===== src/rtl/lrv_pkg.sv =====
package lrv_pkg;

  typedef enum logic [0:0] {
    SEQ_IDLE = 1'b0,
    SEQ_RUN  = 1'b1
  } seq_state_e;

endpackage


===== src/rtl/lrv_sat_add.sv =====
module lrv_sat_add #(
  parameter int W = 20
) (
  input  logic signed [W-1:0] a,
  input  logic signed [W-1:0] b,
  output logic signed [W-1:0] y
);

  localparam logic signed [W-1:0] FLOOR = {1'b1, {(W-1){1'b0}}};
  localparam logic signed [W-1:0] CEIL  = {1'b0, {(W-1){1'b1}}};

  logic signed [W:0] wide;

  always_comb begin
    wide = {a[W-1], a} + {b[W-1], b};
    if ((a == FLOOR) || (b == FLOOR)) begin
      y = FLOOR;
    end else if (wide[W] != wide[W-1]) begin
      y = wide[W] ? FLOOR : CEIL;
    end else begin
      y = wide[W-1:0];
    end
  end

endmodule


===== src/rtl/lrv_seq.sv =====
module lrv_seq
  import lrv_pkg::*;
#(
  parameter int NS  = 5,
  parameter int FW  = 12,
  parameter int SIW = (NS > 1) ? $clog2(NS) : 1
) (
  input  logic           clk,
  input  logic           rst_n,
  input  logic           start,
  input  logic [FW-1:0]  frame_count,
  input  logic           b_valid,
  output logic           accept,
  output logic [SIW-1:0] st_idx,
  output logic           first_frame,
  output logic           first_state,
  output logic           last_elem
);

  localparam logic [SIW-1:0] LAST_ST = SIW'(NS - 1);

  seq_state_e     state_q, state_d;
  logic [SIW-1:0] st_q, st_d;
  logic [FW-1:0]  frm_q, frm_d;
  logic [FW-1:0]  tot_q, tot_d;
  logic           last_state, last_frame;

  always_comb begin
    accept      = (state_q == SEQ_RUN) && b_valid;
    last_state  = (st_q == LAST_ST);
    last_frame  = (frm_q == (tot_q - FW'(1)));
    last_elem   = last_state && last_frame;
    first_frame = (frm_q == '0);
    first_state = (st_q == '0);
    st_idx      = st_q;
  end

  always_comb begin
    state_d = state_q;
    st_d    = st_q;
    frm_d   = frm_q;
    tot_d   = tot_q;
    case (state_q)
      SEQ_IDLE: begin
        if (start && (frame_count != '0)) begin
          state_d = SEQ_RUN;
          st_d    = '0;
          frm_d   = '0;
          tot_d   = frame_count;
        end
      end
      SEQ_RUN: begin
        if (accept) begin
          if (last_state) begin
            st_d  = '0;
            frm_d = frm_q + FW'(1);
            if (last_frame) begin
              state_d = SEQ_IDLE;
            end
          end else begin
            st_d = st_q + SIW'(1);
          end
        end
      end
      default: state_d = SEQ_IDLE;
    endcase
  end

  always_ff @(posedge clk or negedge rst_n) begin
    if (!rst_n) begin
      state_q <= SEQ_IDLE;
      st_q    <= '0;
      frm_q   <= '0;
      tot_q   <= '0;
    end else begin
      state_q <= state_d;
      st_q    <= st_d;
      frm_q   <= frm_d;
      tot_q   <= tot_d;
    end
  end

  AST_IDX_RANGE: assert property (@(posedge clk) disable iff (!rst_n)
    st_q <= LAST_ST);

  AST_ZERO_COUNT_IGNORED: assert property (@(posedge clk) disable iff (!rst_n)
    (state_q == SEQ_IDLE && start && frame_count == '0) |=> (state_q == SEQ_IDLE));

  AST_BUSY_START_IGNORED: assert property (@(posedge clk) disable iff (!rst_n)
    (state_q == SEQ_RUN && start) |=> $stable(tot_q));

  AST_STALL_HOLDS: assert property (@(posedge clk) disable iff (!rst_n)
    (state_q == SEQ_RUN && !b_valid) |=> ($stable(st_q) && $stable(frm_q)));

endmodule


===== src/rtl/lrv_pe.sv =====
module lrv_pe #(
  parameter int W = 20
) (
  input  logic               first_frame,
  input  logic               first_state,
  input  logic signed [W-1:0] b_in,
  input  logic signed [W-1:0] self_in,
  input  logic signed [W-1:0] diff_in,
  input  logic signed [W-1:0] cur_score,
  input  logic signed [W-1:0] prev_score,
  input  logic signed [W-1:0] prev_self,
  output logic signed [W-1:0] nxt_score
);

  localparam logic signed [W-1:0] FLOOR = {1'b1, {(W-1){1'b0}}};

  logic signed [W-1:0] stay_c, fwd_a, fwd_b, fwd_c, best_c, sum_c;

  lrv_sat_add #(.W(W)) u_stay (.a(cur_score),  .b(self_in),   .y(stay_c));
  lrv_sat_add #(.W(W)) u_fwd0 (.a(prev_score), .b(prev_self), .y(fwd_a));
  lrv_sat_add #(.W(W)) u_fwd1 (.a(fwd_a),      .b(diff_in),   .y(fwd_b));
  lrv_sat_add #(.W(W)) u_emit (.a(best_c),     .b(b_in),      .y(sum_c));

  always_comb begin
    fwd_c  = first_state ? FLOOR : fwd_b;
    best_c = (stay_c >= fwd_c) ? stay_c : fwd_c;
    if (first_frame) begin
      nxt_score = first_state ? b_in : FLOOR;
    end else begin
      nxt_score = sum_c;
    end
  end

endmodule


===== src/rtl/lrv_bank.sv =====
module lrv_bank #(
  parameter int NS  = 5,
  parameter int W   = 20,
  parameter int SIW = (NS > 1) ? $clog2(NS) : 1
) (
  input  logic               clk,
  input  logic               rst_n,
  input  logic               wr_en,
  input  logic [SIW-1:0]     idx,
  input  logic signed [W-1:0] wdata,
  input  logic signed [W-1:0] self_in,
  output logic signed [W-1:0] cur_score,
  output logic signed [W-1:0] hold_score,
  output logic signed [W-1:0] hold_self
);

  localparam logic signed [W-1:0] FLOOR = {1'b1, {(W-1){1'b0}}};

  logic signed [W-1:0] delta_q [NS];
  logic signed [W-1:0] hold_q, pself_q;

  genvar g;
  generate
    for (g = 0; g < NS; g++) begin : g_state
      logic wen;
      always_comb wen = wr_en && (idx == SIW'(g));
      always_ff @(posedge clk or negedge rst_n) begin
        if (!rst_n) begin
          delta_q[g] <= FLOOR;
        end else if (wen) begin
          delta_q[g] <= wdata;
        end
      end
    end
  endgenerate

  always_ff @(posedge clk or negedge rst_n) begin
    if (!rst_n) begin
      hold_q  <= FLOOR;
      pself_q <= '0;
    end else if (wr_en) begin
      hold_q  <= delta_q[idx];
      pself_q <= self_in;
    end
  end

  always_comb begin
    cur_score  = delta_q[idx];
    hold_score = hold_q;
    hold_self  = pself_q;
  end

endmodule


===== src/rtl/lr_viterbi_engine.sv =====
module lr_viterbi_engine #(
  parameter int NUM_STATES = 5,
  parameter int SCORE_W    = 20,
  parameter int FRAME_W    = 12
) (
  input  logic                      clk,
  input  logic                      rst_n,
  input  logic                      start,
  input  logic [FRAME_W-1:0]        frame_count,
  input  logic                      b_valid,
  input  logic signed [SCORE_W-1:0] b_score,
  input  logic signed [SCORE_W-1:0] self_cost,
  input  logic signed [SCORE_W-1:0] fwd_diff,
  output logic signed [SCORE_W-1:0] score,
  output logic                      done
);

  localparam int SIW = (NUM_STATES > 1) ? $clog2(NUM_STATES) : 1;
  localparam logic signed [SCORE_W-1:0] FLOOR = {1'b1, {(SCORE_W-1){1'b0}}};

  logic               accept, first_frame, first_state, last_elem;
  logic [SIW-1:0]     st_idx;
  logic signed [SCORE_W-1:0] cur_s, hold_s, hold_self, nxt_s;
  logic signed [SCORE_W-1:0] score_q, score_d;
  logic               done_q, done_d;

  lrv_seq #(.NS(NUM_STATES), .FW(FRAME_W), .SIW(SIW)) u_seq (
    .clk(clk), .rst_n(rst_n), .start(start), .frame_count(frame_count),
    .b_valid(b_valid), .accept(accept), .st_idx(st_idx),
    .first_frame(first_frame), .first_state(first_state), .last_elem(last_elem)
  );

  lrv_bank #(.NS(NUM_STATES), .W(SCORE_W), .SIW(SIW)) u_bank (
    .clk(clk), .rst_n(rst_n), .wr_en(accept), .idx(st_idx), .wdata(nxt_s),
    .self_in(self_cost), .cur_score(cur_s), .hold_score(hold_s), .hold_self(hold_self)
  );

  lrv_pe #(.W(SCORE_W)) u_pe (
    .first_frame(first_frame), .first_state(first_state), .b_in(b_score),
    .self_in(self_cost), .diff_in(fwd_diff), .cur_score(cur_s),
    .prev_score(hold_s), .prev_self(hold_self), .nxt_score(nxt_s)
  );

  always_comb begin
    done_d  = accept && last_elem;
    score_d = done_d ? nxt_s : score_q;
  end

  always_ff @(posedge clk or negedge rst_n) begin
    if (!rst_n) begin
      score_q <= FLOOR;
      done_q  <= 1'b0;
    end else begin
      score_q <= score_d;
      done_q  <= done_d;
    end
  end

  assign score = score_q;
  assign done  = done_q;

  AST_DONE_ONE_CYCLE: assert property (@(posedge clk) disable iff (!rst_n)
    done_q |=> !done_q);

  AST_SCORE_HELD: assert property (@(posedge clk) disable iff (!rst_n)
    !(accept && last_elem) |=> $stable(score_q));

  AST_FIRST_FRAME_SENTINEL: assert property (@(posedge clk) disable iff (!rst_n)
    (accept && first_frame && !first_state) |-> (nxt_s == FLOOR));

  AST_SENTINEL_ABSORB: assert property (@(posedge clk) disable iff (!rst_n)
    (accept && !first_frame && b_score == FLOOR) |-> (nxt_s == FLOOR));

endmodule


===== config.mk =====
export PLATFORM = sky130hd
export DESIGN_NAME = lr_viterbi_engine
export DESIGN_NICKNAME = d
export VERILOG_FILES = /design/src/rtl/lrv_pkg.sv /design/src/rtl/lrv_sat_add.sv /design/src/rtl/lrv_seq.sv /design/src/rtl/lrv_pe.sv /design/src/rtl/lrv_bank.sv /design/src/rtl/lr_viterbi_engine.sv
export SDC_FILE = /design/constraint.sdc
export NUM_CORES = 1
export LEC_CHECK = 0
export CAP_MARGIN = 0
export CORE_MARGIN = 2
export CORE_UTILIZATION = 45
export CTS_CLUSTER_DIAMETER = 200
export CTS_CLUSTER_SIZE = 25
export DETAILED_ROUTE_END_ITERATION = 16
export DONT_BUFFER_PORTS = 1
export PLACE_DENSITY_LB_ADDON = 0.3
export SLEW_MARGIN = 20
export SYNTH_ARGS = -nofsm -noshare
export SYNTH_HDL_FRONTEND = slang
export SYNTH_SLANG_ARGS = --single-unit

===== constraint.sdc =====
create_clock -name clk -period 11.96 [get_ports clk]
set_input_delay 2.392 -clock clk [delete_from_list [all_inputs] [get_ports clk]]
set_output_delay 2.392 -clock clk [all_outputs]
set_load 0.01 [all_outputs]

# Word level (Yosys, flattened, before mapping)
# Cells that the tools add are included.
[totals]
ff_bits = 189
out_inout_bits = 21
[classes]
n_addsub = 7
n_lt_le_gt_ge = 2
eq_ne = 20
muxes = 32
n_bitwise = 2
reduce_logical = 19
[op_table]
columns = ["cell", "n"]
rows = [
  ["$mux W20", 18],
  ["$eq A20 B20 Y1 const B", 8],
  ["$add A20 B20 Y21", 4],
  ["$bmux W20 S3", 1],
  ["$mux W12", 3],
  ["$pmux W12 S2", 1],
  ["$ge A20 B20 Y1", 1],
  ["$add A12 B1 Y12 const B", 1],
  ["$eq A12 B12 Y1", 1],
  ["$logic_not A12 Y1", 1],
  ["$reduce_bool A12 Y1", 1],
  ["$sub A12 B1 Y12 const B", 1],
  ["$logic_and A1 B1 Y1", 9],
  ["$mux W3", 3],
  ["$eq A3 B2 Y1 const B", 2],
  ["$pmux W3 S2", 1],
  ["$ge A4 B4 Y1 const B", 1],
  ["$logic_or A1 B1 Y1", 4],
  ["$mux W1", 4],
  ["$ne A1 B1 Y1", 4],
  ["$ne A2 B2 Y1 const B", 2],
  ["$not A3 Y4", 1],
  ["$reduce_and A2 Y1", 2],
  ["$add A3 B1 Y3 const B", 1],
  ["other kinds (7)", 7],
]

# Logic depth before layout (Yosys ltp)
[logic_depth]
depth_word = 16
ltp_mapped = 50
depth_no_buf = 45

# Cells and area by module
# A second synthesis with hierarchy kept.
[unflattened]
hier_cells = 1678
area_unflattened_um2 = 15666.3
[by_module_without_submodules]
columns = ["mod", "n_inst", "cells_each", "area_each_um2", "seq_area_each_um2"]
rows = [
  ["lrv_bank", 1, 437, 6033.3, 3510.9],
  ["lrv_sat_add at u_pe.u_fwd1 ...", 2, 197, 1442.6, 0.0],
  ["lrv_sat_add at u_pe.u_emit ...", 2, 177, 1308.8, 0.0],
  ["lrv_seq", 1, 194, 1761.7, 700.7],
  ["lrv_pe", 1, 254, 1512.7, 0.0],
  ["lr_viterbi_engine", 1, 45, 855.8, 526.8],
]

# Worst setup path after synthesis
# Ideal clock, no wire load.
[synth_path]
path_kind = "input-to-reg"
from = "input port self_cost[1]"
to = "register u_bank.delta_q[77] (netlist bit)"
setup_time_ns = 0.082
t_arrival_ns = 10.578
required_time_ns = 11.878
setup_slack_ns = 1.300
stages = 39
path_cell_list = "ha_1 -> a211oi_1 -> o211a_1 -> o221ai_1 -> o31a_1 -> a31oi_1 -> nor2b_1 -> o21ai_0 -> nand2b_1 -> xor2_1 -> ha_1 -> clkbuf_1 -> o21ai_0 -> a41oi_1 -> or2_2 -> clkbuf_1 -> clkbuf_1 -> nor2_1 -> [... 3 more ...] -> a211oi_1 -> o21ai_0 -> mux2i_1 -> inv_1 -> clkbuf_1 -> a21o_1 -> ha_1 -> a211oi_1 -> o211a_1 -> o31ai_1 -> a41oi_1 -> a21oi_1 -> o311ai_1 -> nor3_1 -> nor2_1 -> buf_2 -> o211ai_1 -> a31oi_1"
[synth_between]
elab_chain_len = 11
word_cells_on_any_way = 17
cone_classes = "add/sub (2); order compare (1); eq/ne (4); mux (8); reduce/logical (2)"
[synth_rtl]
columns = ["item", "line", "rtl"]
rows = [
  ["from (decl)", "lr_viterbi_engine.sv:12", "input logic signed [SCORE_W-1:0] self_cost,"],
  ["$add A20 B20 Y21", "lrv_sat_add.sv:15", "wide = {a[W-1], a} + {b[W-1], b};"],
  ["$mux W20 or $ne A1 B1 Y1 (tied branches)", "lrv_sat_add.sv:19, lrv_sat_add.sv:18", ""],
  ["$mux W20", "lrv_sat_add.sv:18", "end else if (wide[W] != wide[W-1]) begin"],
  ["$mux W20 (*)", "lrv_sat_add.sv:16", "if ((a == FLOOR) || (b == FLOOR)) begin"],
  ["$ge A20 B20 Y1", "lrv_pe.sv:26", "best_c = (stay_c >= fwd_c) ? stay_c : fwd_c;"],
  ["$mux W20 (*)", "lrv_pe.sv:26", ""],
  ["$add A20 B20 Y21", "lrv_sat_add.sv:15", ""],
  ["$mux W20 or $ne A1 B1 Y1 (tied branches)", "lrv_sat_add.sv:19, lrv_sat_add.sv:18", ""],
  ["$mux W20", "lrv_sat_add.sv:18", ""],
  ["$mux W20 (*)", "lrv_sat_add.sv:16", ""],
  ["$mux W20 (*)", "lrv_pe.sv:27", "if (first_frame) begin"],
  ["to (signal, indexed assignment)", "lrv_bank.sv:31", "delta_q[g] <= wdata;"],
  ["to (decl)", "lrv_bank.sv:19", "logic signed [W-1:0] delta_q [NS];"],
]
# Every way passes the cells marked *; elsewhere a longest branch is shown, timed or not.
# A chain may end at the register's enable or synchronous reset.

# Final worst setup path
[layout_path]
from = "register u_bank.pself_q[8] (netlist: u_bank.hold_self[8])"
to = "register u_bank.delta_q[21] (netlist bit)"
[layout_between]
elab_chain_len = 16
word_cells_on_any_way = 25
cone_classes = "add/sub (3); order compare (1); eq/ne (6); mux (12); reduce/logical (3)"
[layout_rtl]
columns = ["item", "line", "rtl"]
rows = [
  ["from (decl)", "lrv_bank.sv:20", "logic signed [W-1:0] hold_q, pself_q;"],
  ["from (signal assigned)", "lrv_bank.sv:43", "pself_q <= self_in;"],
  ["$add A20 B20 Y21", "lrv_sat_add.sv:15", ""],
  ["$mux W20 or $ne A1 B1 Y1 (tied branches)", "lrv_sat_add.sv:19, lrv_sat_add.sv:18", ""],
  ["$mux W20", "lrv_sat_add.sv:18", ""],
  ["$mux W20 (*)", "lrv_sat_add.sv:16", ""],
  ["$add A20 B20 Y21", "lrv_sat_add.sv:15", ""],
  ["$mux W20 or $ne A1 B1 Y1 (tied branches)", "lrv_sat_add.sv:19, lrv_sat_add.sv:18", ""],
  ["$mux W20", "lrv_sat_add.sv:18", ""],
  ["$mux W20 (*)", "lrv_sat_add.sv:16", ""],
  ["$mux W20 (*)", "lrv_pe.sv:25", "fwd_c = first_state ? FLOOR : fwd_b;"],
  ["$ge A20 B20 Y1", "lrv_pe.sv:26", ""],
  ["$mux W20 (*)", "lrv_pe.sv:26", ""],
  ["$add A20 B20 Y21", "lrv_sat_add.sv:15", ""],
  ["$mux W20 or $ne A1 B1 Y1 (tied branches)", "lrv_sat_add.sv:19, lrv_sat_add.sv:18", ""],
  ["$mux W20", "lrv_sat_add.sv:18", ""],
  ["$mux W20 (*)", "lrv_sat_add.sv:16", ""],
  ["$mux W20 (*)", "lrv_pe.sv:27", ""],
]
# Marked as above.

==> impl_metrics.toml <==
[floorplanning]
row_count = 66
coreArea_um2 = 32300
die_h_um = 184
dieArea_um2 = 34000
boundaryPins = 97
initial_core_util_pct = 45.4
dieWidth_um = 184

[synthesis]
synth_area_leaders = "dfrtp_1, ha_1, nand2_1"
synth_top_family_by_area = "compound AO/OA/AOI/OAI gates"
yosys.area.top_type_share_pct = 31.1
synth_xor_area_share_pct = 4.54
avgSynthCellArea_um2 = 8.43
ys_types = 81
synth_ff_type = "dfrtp_1"
synth_commonest_cells = "nand2_1, dfrtp_1, nor2_1"
syn-cell-area_um2 = 14700
synthCells = 1739
muxShareOfSynthArea_pct = 5.37
ys_seq_area_share_pct = 32.3
synthAdderAreaFrac_pct = 10.0
synth_simple_gate_area_share_pct = 19.4
synth_edf_count = 0
ys.warnings.count = 0
synth.most_common_cell = "nand2_1"
synth_top_cell_by_area = "dfrtp_1"
ys_seq_elements = 189
synth-compound-area-share_pct = 25.0
async_flop_share_pct = 100
mappedNetlistNets = 1930

[timing]
setup_ws_ns = 0.902
grt_setup_unrepaired = "no"
finalCritPeriodShare_pct = 92.5
finalMaxSlewViolations = 0
whs_ns = 0.463
slew_headroom_pct = 30.5
fin_setup_tns_ns = 0
max_freq_ghz = 0.0904
hold_viol = 0
finalCriticalPeriod_ns = 11.06
worst_pin_slew_ns = 1.04
finClkSkew_ns = 0.0157
setup_viol = 0

[setup_path]
rr_worst_depth = 42
r2r-end = "u_bank.delta_q[21]"
critical-path-slowest-cell = "o41ai_1"
crit-reg2reg-launch = "u_bank.hold_self[8]"
worstPathArrival_ns = 11.40
cp-end-kind = "flip-flop"
crit_type = "reg -> reg"
rrSetupSlack_ns = 0.90
cp-start-kind = "flip-flop"
critPathRequiredTime_ns = 12.30
slowest_delay_ns = 0.78
critPathMaxFanout = 12

[finish]
drive_gt1_share_pct = 8.63
fill_cells = 3162
n_antenna_cell = 0
fin_nets = 1892
area_delta_synth_final_pct = 7.23
final_core_util_pct = 48.7

[hold_path]
hp-start = "u_bank.delta_q[59]"
hold_class = "reg -> reg"
holdPathStages = 2
hold_end = "u_bank.delta_q[59]"

[placement]
place_congestion = 0.968
port_buffers = 0
post-place-ws_ns = 0.616
dp_hpwl_um = 36900

[clock_tree]
ctsResizeCount = 0
cts.sinks = 189
clk_latency_ns = 0.45
cts_root_buf = "clkbuf_16"
postCtsSetupBuffers = 0
clk_pin_slew_ns = 0.07
hold_buffers = 0
cts_tree = "built"
htreeDepth = 4
cts_made_buffers = 17
clock_path_buffers = 2

[routing]
firstDrtPassIters = 6
detail-route-antenna-nets = 0
drt-total-wl_um = 47300
drtIter0Drc = 990
wl_per_cell_um = 21.9
vias_per_cell = 6.24
vias = 13500
route.detailed.drc = 0

[job]
maxCapViolCount = 0

[global_routing]
antenna_found_initial = 0
grt-ovfl-total = 0
grt_pass1_vias = 12700
grt_pass1_wl_um = 73400
grt_max_degree = 190
groute.usage.overall_pct = 28.2

[run_status]
status = "complete, no violations"
cells in the final DEF (no fill, tap or decap), types with 7 or more instances in the layout:
master,Yosys,layout
mux2i_1,19,19
a211oi_1,17,17
buf_4,1,23
o211ai_1,27,27
ha_1,111,111
nand2_1,232,232
nor3_1,22,21
xnor2_1,38,38
nand4_1,10,10
nor4b_1,7,7
o21ai_1,8,8
nor4_1,33,33
and2_1,8,7
o21a_1,31,31
o2bb2ai_1,8,8
o22ai_1,15,14
dfrtp_1,182,182
dfstp_2,7,7
mux4_2,12,12
mux2_2,29,29
or2_2,9,9
o21bai_1,18,18
o31ai_1,17,16
a31oi_1,78,77
clkbuf_16,0,17
xor2_1,38,37
o211ai_2,9,9
o21ai_0,135,135
and3_1,14,11
a22o_1,12,12
nor2b_1,14,13
nor2_1,175,173
inv_1,44,43
nand3_1,36,36
or3_1,19,19
a21o_1,31,31
nand2b_1,15,15
a21oi_1,94,93
stage by stage:
stage          cell area [µm²]  std cells
3_3_place_gp             15100       2124
5_1_grt                  15700       2156
6_report                 15700       2156
2_1_floorplan            14700       1739
4_1_cts                  15700       2156
3_5_place_dp             15100       2124
critical path: cells and delay by family (launching register included):
kind | cells | cell delay (ns)
simple gates | 8 | 1.80
flops | 1 | 0.42
buf+inv | 5 | 0.75
fa+ha+maj | 5 | 1.51
mux | 1 | 0.15
xor+xnor | 2 | 0.46
compound gates | 21 | 5.89
per-layer routing:
layer  global-route usage, %  vias up  wire length (µm)
met3                    5.75       96              3390
li1                        -     6340                 -
met1                    36.8     6543             20500
met2                    45.5      477             21500
met5                       0        -                 0
met4                    12.0        0              1950
worst max path at each step:
stage / startpoint / endpoint / slack (ns) / cells after the start
final: u_bank.hold_self[8] / u_bank.delta_q[21] / 0.90 / 42
after global placement: u_bank.hold_score[8] / u_bank.delta_q[1] / 0.88 / 38
after global routing: u_bank.hold_self[8] / score[11] / 0.05 / 44
after detailed placement: u_bank.hold_score[0] / score[1] / 0.62 / 39
after CTS: u_bank.hold_score[0] / u_bank.delta_q[21] / 0.60 / 39
after floorplan: self_cost[1] / u_bank.delta_q[77] / 1.30 / 39
sequential cells by signal (all words and copies together) (netlist names):
register / flops
done: 1
score: 20
u_bank.delta_q: 100
u_bank.hold_score: 20
u_bank.hold_self: 20
u_seq.frm_q: 12
u_seq.st_idx: 3
u_seq.state_q: 1
u_seq.tot_q: 12
layout make-up:
cell class              count  area, µm²  area share (%)
clock inverters            14        153           0.971
repair buffers             23        173            1.10
flip-flops and latches    189       4740            30.2
inverters                  44        165            1.05
clock buffers              18        429            2.73
multi-input cells        1426       9500            60.5
well taps                 442        553            3.52
cells by family after synthesis:
kind of cell / after synthesis
flops: 189
fa+ha+maj: 115
compound gates: 557
buf+inv: 124
simple gates: 618
xor+xnor: 76
mux: 60
Power is left out: the tool's default activity adds up to more than one toggle a clock period on the data nets, which glitch-free logic cannot reach.
